==> config.mk <==
export PLATFORM = sky130hd
export DESIGN_NAME = cpu_regbank
export DESIGN_NICKNAME = d
export VERILOG_FILES = /design/src/rtl/cpu_regbank.sv
export SDC_FILE = /design/constraint.sdc
export NUM_CORES = 1
export LEC_CHECK = 0
export BUFFER_PORTS_ARGS = -buffer_cell sky130_fd_sc_hd__buf_2
export CAP_MARGIN = 20
export CORE_MARGIN = 2
export CORE_UTILIZATION = 39
export DETAILED_ROUTE_END_ITERATION = 8
export GPL_TIMING_DRIVEN = 0
export PLACE_DENSITY_LB_ADDON = 0.25
export SLEW_MARGIN = 25
export SYNTH_ARGS = -nofsm -noshare
export SYNTH_HDL_FRONTEND = slang
export SYNTH_SLANG_ARGS = --single-unit
==> constraint.sdc <==
create_clock -name clk -period 8.45 [get_ports clk]
set_clock_uncertainty 0.2 [all_clocks]
set_input_delay 0 -clock clk [delete_from_list [all_inputs] [get_ports clk]]
set_output_delay 0 -clock clk [all_outputs]
set_load 0.1 [all_outputs]
==> src/rtl/cpu_regbank.sv <==
`timescale 1ns/1ps
module cpu_regbank #(
  parameter int W         = 16,
  parameter int SEG_SHIFT = 4,
  parameter int ADDR_W    = W + SEG_SHIFT,
  parameter logic [W-1:0] CS_RST = '1
) (
  input  logic              clk,
  input  logic              rst_n,
  input  logic [3:0]        rd_a_sel,
  input  logic              rd_a_byte,
  output logic [W-1:0]      rd_a_data,
  input  logic [3:0]        rd_b_sel,
  input  logic              rd_b_byte,
  output logic [W-1:0]      rd_b_data,
  input  logic              wr_en,
  input  logic [3:0]        wr_sel,
  input  logic              wr_byte,
  input  logic [W-1:0]      wr_data,
  input  logic              loop_dec,
  output logic              loop_taken,
  input  logic              wide_we,
  input  logic [W-1:0]      wide_hi,
  input  logic [W-1:0]      wide_lo,
  input  logic              ip_load,
  input  logic [W-1:0]      ip_target,
  input  logic              ip_inc,
  input  logic [W-1:0]      ip_step,
  output logic [ADDR_W-1:0] fetch_addr
);
  localparam int HB = W / 2;
  localparam logic [3:0] I_AX = 4'd0, I_CX = 4'd1, I_DX = 4'd2;
  localparam logic [3:0] I_CS = 4'd9, I_IP = 4'd12, I_LAST = 4'd13;

  logic [W-1:0] regs [16];
  logic [W-1:0] nxt  [16];

  function automatic logic [W-1:0] rd_mux(input logic [3:0] s, input logic b);
    logic [W-1:0] g;
    g = regs[{2'b00, s[1:0]}];
    if (!b)        return regs[s];
    else if (s[3]) return '0;
    else if (s[2]) return {{(W-HB){1'b0}}, g[W-1:HB]};
    else           return {{(W-HB){1'b0}}, g[HB-1:0]};
  endfunction

  assign rd_a_data  = rd_mux(rd_a_sel, rd_a_byte);
  assign rd_b_data  = rd_mux(rd_b_sel, rd_b_byte);
  assign loop_taken = loop_dec & (regs[I_CX] != W'(1));
  assign fetch_addr = ADDR_W'({regs[I_CS], {SEG_SHIFT{1'b0}}}) + ADDR_W'(regs[I_IP]);

  // general port first, side ports afterwards so they override
  always_comb begin
    nxt = regs;
    if (wr_en) begin
      if (!wr_byte) begin
        if (wr_sel <= I_LAST) nxt[wr_sel] = wr_data;
      end else if (!wr_sel[3]) begin
        if (wr_sel[2]) nxt[{2'b00, wr_sel[1:0]}][W-1:HB] = wr_data[HB-1:0];
        else           nxt[{2'b00, wr_sel[1:0]}][HB-1:0] = wr_data[HB-1:0];
      end
    end
    if (loop_dec) nxt[I_CX] = regs[I_CX] - W'(1);
    if (wide_we) begin
      nxt[I_AX] = wide_lo;
      nxt[I_DX] = wide_hi;
    end
    if (ip_load)     nxt[I_IP] = ip_target;
    else if (ip_inc) nxt[I_IP] = regs[I_IP] + ip_step;
  end

  always_ff @(posedge clk) begin
    if (!rst_n) begin
      for (int i = 0; i < 16; i++) regs[i] <= (i == 9) ? CS_RST : '0;
    end else begin
      regs <= nxt;
    end
  end
endmodule


==> flow_summary_export.csv <==
group,metric,value,unit
outcome,status,"complete, no violations",
die,coreArea,39900,µm²
placed_design,globalplace.congestion,0.968,
global_routing,grt_pass1_wl,91100,µm
cts,cts_made_buffers,30,
synthesis,synth_area,15800,µm²
timing,setup_slack,4540,ps
die,die_w,206,µm
cts,clockRootBuffer,"clkbuf_16",
timing,final_max_slew_viol_count,0,
global_routing,grt_max_degree,15,
global_routing,grt_usage,29.3,%
layout,layout_common_cells,"nand2_1 (387), dfxtp_1 (256), buf_2 (152)",
cts,clk_pin_slew,70,ps
die,pin_count,155,
cts,cts_tree,"built",
timing,fin_crit,3910,ps
cts,cts_buffer_depth,3,
global_routing,grt_pass1_vias,14500,
worst_setup_path,ff2ff_setup_slack,4700,ps
cts,htree_levels,1,
synthesis,synth_flop_cell,"dfxtp_1",
power_and_ir_drop,p_per_area,187,nW/µm²
global_routing,grt_overflow,0,
layout,finalNetCount,2078,
global_routing,antenna_found_initial,3,
timing,worst_pin_slew,1010,ps
timing,finalCritPeriodShare,46.3,%
layout,final_common_cell,"nand2_1",
layout,regMostFlops,"regs",
timing,rsz0062_at_grt,"no",
power_and_ir_drop,max-vdd-ir-drop,0.227,mV
min_path,holdPathEnd,"regs[212]",
synthesis,synth-compound-area-share,18.0,%
timing,finalSetupViolCount,0,
route,viasPerCell,6.02,
worst_setup_path,endpoint_kind,"flip-flop",
synthesis,seq_area_frac_synth,32.3,%
placed_design,dpl_worst_slack,5240,ps
synthesis,synth_cells,1671,
layout,largestRegisters,"regs (256)",
worst_setup_path,crit_family,"buffers and inverters",
die,die_h,206,µm
synthesis,yosys_warnings,0,
synthesis,synthMuxAreaShare,24.2,%
synthesis,synth.distinct_cells,71,
worst_setup_path,critPathMaxStageDelay,710,ps
placed_design,hpwlAfterDp,46800,µm
timing,max_freq,0.256,GHz
placed_design,placed_area,17200,µm²
worst_setup_path,reg2reg_from,"regs[61]",
timing,setup_tns,0,ps
timing,finalHoldViolations,0,
synthesis,synth_nets,1804,
die,die_area,42300,µm²
route,drtPass1Iterations,7,
layout,synthToLayoutAreaGrowth,22.2,%
layout,fin_util,48.5,%
worst_setup_path,r2r_end,"regs[62]",
route,ant_nets,0,
worst_setup_path,arrival,4220,ps
worst_setup_path,start_kind,"input pin",
synthesis,yosys.area_share.xor_xnor,1.27,%
route,vias,15000,
synthesis,synthAdderAreaFrac,2.54,%
power_and_ir_drop,power.leakage,7.62,nW
synthesis,avgSynthCellArea,9.48,µm²
timing,slew_headroom,32.4,%
min_path,min_from,"wide_we",
min_path,worstHoldPathCells,7,
worst_setup_path,crit_type,"input pin to flip-flop",
synthesis,synthArstFlopShare,0,%
layout,largest_reg_flops,256,
route,drtIter0Drc,1803,
synthesis,synth-simple-area-share,17.3,%
die,start_util,39.7,%
flow_run,maxCapViolations,0,
cts,cts_resized,0,
synthesis,synth_edf_count,0,
route,wl,62900,µm
worst_setup_path,cp_max_fo,10,
die,rows,73,
cts,cts_sinks,256,
worst_setup_path,critPathSlowestCell,"nand4_1",
route,drc,0,
worst_setup_path,rr_worst_depth,9,
layout,drive_above_1_share,19.2,%
placed_design,place.port_buffers,130,
synthesis,synth_top_family_by_area,"multiplexers",
worst_setup_path,cp.required,8760,ps
cts,insertion_delay,560,ps
worst_setup_path,path_cells,"dlygate4sd3_1 -> buf_2 -> buf_2 -> nor2_1 -> nand4_1 -> buf_2 -> mux2i_1 -> a21oi_1 -> dlygate4sd3_1 -> a21boi_0 -> dlygate4sd3_1",
synthesis,synth_seq_cells,256,
route,avgRoutedWirePerCell,25.2,µm
layout,final_area,19400,µm²
worst_setup_path,critPathBufInv,6,
min_path,holdCritPathClass,"input pin to flip-flop",
[per-stage QoR]
| stage | total power, mW | hold slack, ps | cells |
|---|---|---|---|
| 2_1_floorplan | 1.95 | -46.3 | 1671 |
| 3_3_place_gp | 2.17 | 62.0 | 2326 |
| 3_5_place_dp | 2.18 | 60.4 | 2326 |
| 4_1_cts | 3.62 | 3.27 | 2494 |
| 5_1_grt | 3.73 | 56.0 | 2494 |
| 6_report | 3.63 | 14.9 | 2495 |
[cell type report]
cell class | count | area (µm²)
multi-input combinational | 1254 | 10000
buffer | 152 | 661
sequential | 256 | 5120
antenna | 1 | 2.50
timing repair buffer | 242 | 1770
fill | 3767 | 20500
clock buffer | 49 | 973
clock inverter | 7 | 110
tap | 525 | 657
inverter | 9 | 33.8
[how the worst max path moves through the flow]
stage / start / cells past startpoint / slack, ps / endpoint
after floorplan: regs[52] / 7 / 4960 / fetch_addr[18]
after global placement: rd_a_sel[1] / 9 / 5260 / rd_a_data[7]
after detailed placement: rd_b_sel[1] / 9 / 5240 / rd_b_data[7]
after CTS: wr_sel[1] / 11 / 4680 / regs[62]
after global routing: wr_sel[1] / 11 / 4450 / regs[62]
final: wr_sel[1] / 11 / 4540 / regs[62]
[power breakdown]
part	internal (mW)	switching (mW)	total, mW
sequential	1.24	0.0448	1.28
clock	0.870	0.535	1.41
combinational	0.307	0.631	0.937
[what timing repair did]
action | 4_1_cts | 5_1_grt
hold buffers | 112 | 0
setup buffers | 0 | 0
endpoints found under the hold margin | 109 | 0
[routing by layer]
| layer | vias up | routed length [µm] | track usage [%] | part of all wire (%) |
|---|---|---|---|---|
| met3 | 171 | 5810 | 5.04 | 9.2 |
| met1 | 7352 | 24700 | 37.8 | 39 |
| li1 | 6707 | - | - | - |
| met2 | 784 | 29000 | 47.7 | 46 |
| met5 | - | 31 | 0 | 0.049 |
| met4 | 4 | 3400 | 13.9 | 5.4 |
[Yosys cell counts, types with 4 or more instances]
cell	number	area, µm²
and3_1	8	50.1
nor3_1	20	100
o31ai_1	5	37.5
a21o_1	11	82.6
and2_1	44	275
xnor2_1	13	114
o21ai_0	49	245
a22oi_1	31	233
nand2_1	387	1450
a31oi_1	4	25.0
dfxtp_1	256	5120
ha_1	29	363
nor3b_1	5	37.5
nand2b_1	9	56.3
buf_2	22	110
nor2b_1	38	238
mux2_2	5	56.3
or3_1	5	31.3
inv_1	9	33.8
a21boi_0	133	998
o211ai_1	7	52.6
clkbuf_1	107	402
buf_4	5	37.5
nand4_1	5	31.3
nand3_1	34	170
nor2_1	39	146
o211a_1	41	410
o22ai_1	22	138
mux4_2	142	3200
mux2i_1	52	521
a21oi_1	36	180
buf_1	11	41.3
a32o_1	4	40.0
a222oi_1	16	160
xor2_1	10	87.6
[cells by family (layout without fill, tap and decap cells)]
kind of cell    count (synthesis)  after routing
simple gates                  612            612
flops                         256            256
mux                           201            201
other cells                     0              1
compound gates                387            387
xor+xnor                       23             23
buf+inv                       161            459
fa+ha+maj                      31             31
[tightest hold or removal path, delay by kind of cell]
kind	cells	cell delay [ps]
and+or+nand+nor	4	340
AOI/OAI and AO/OA	2	290
buffers and inverters	1	90
(Power assumes the default switching activity.)
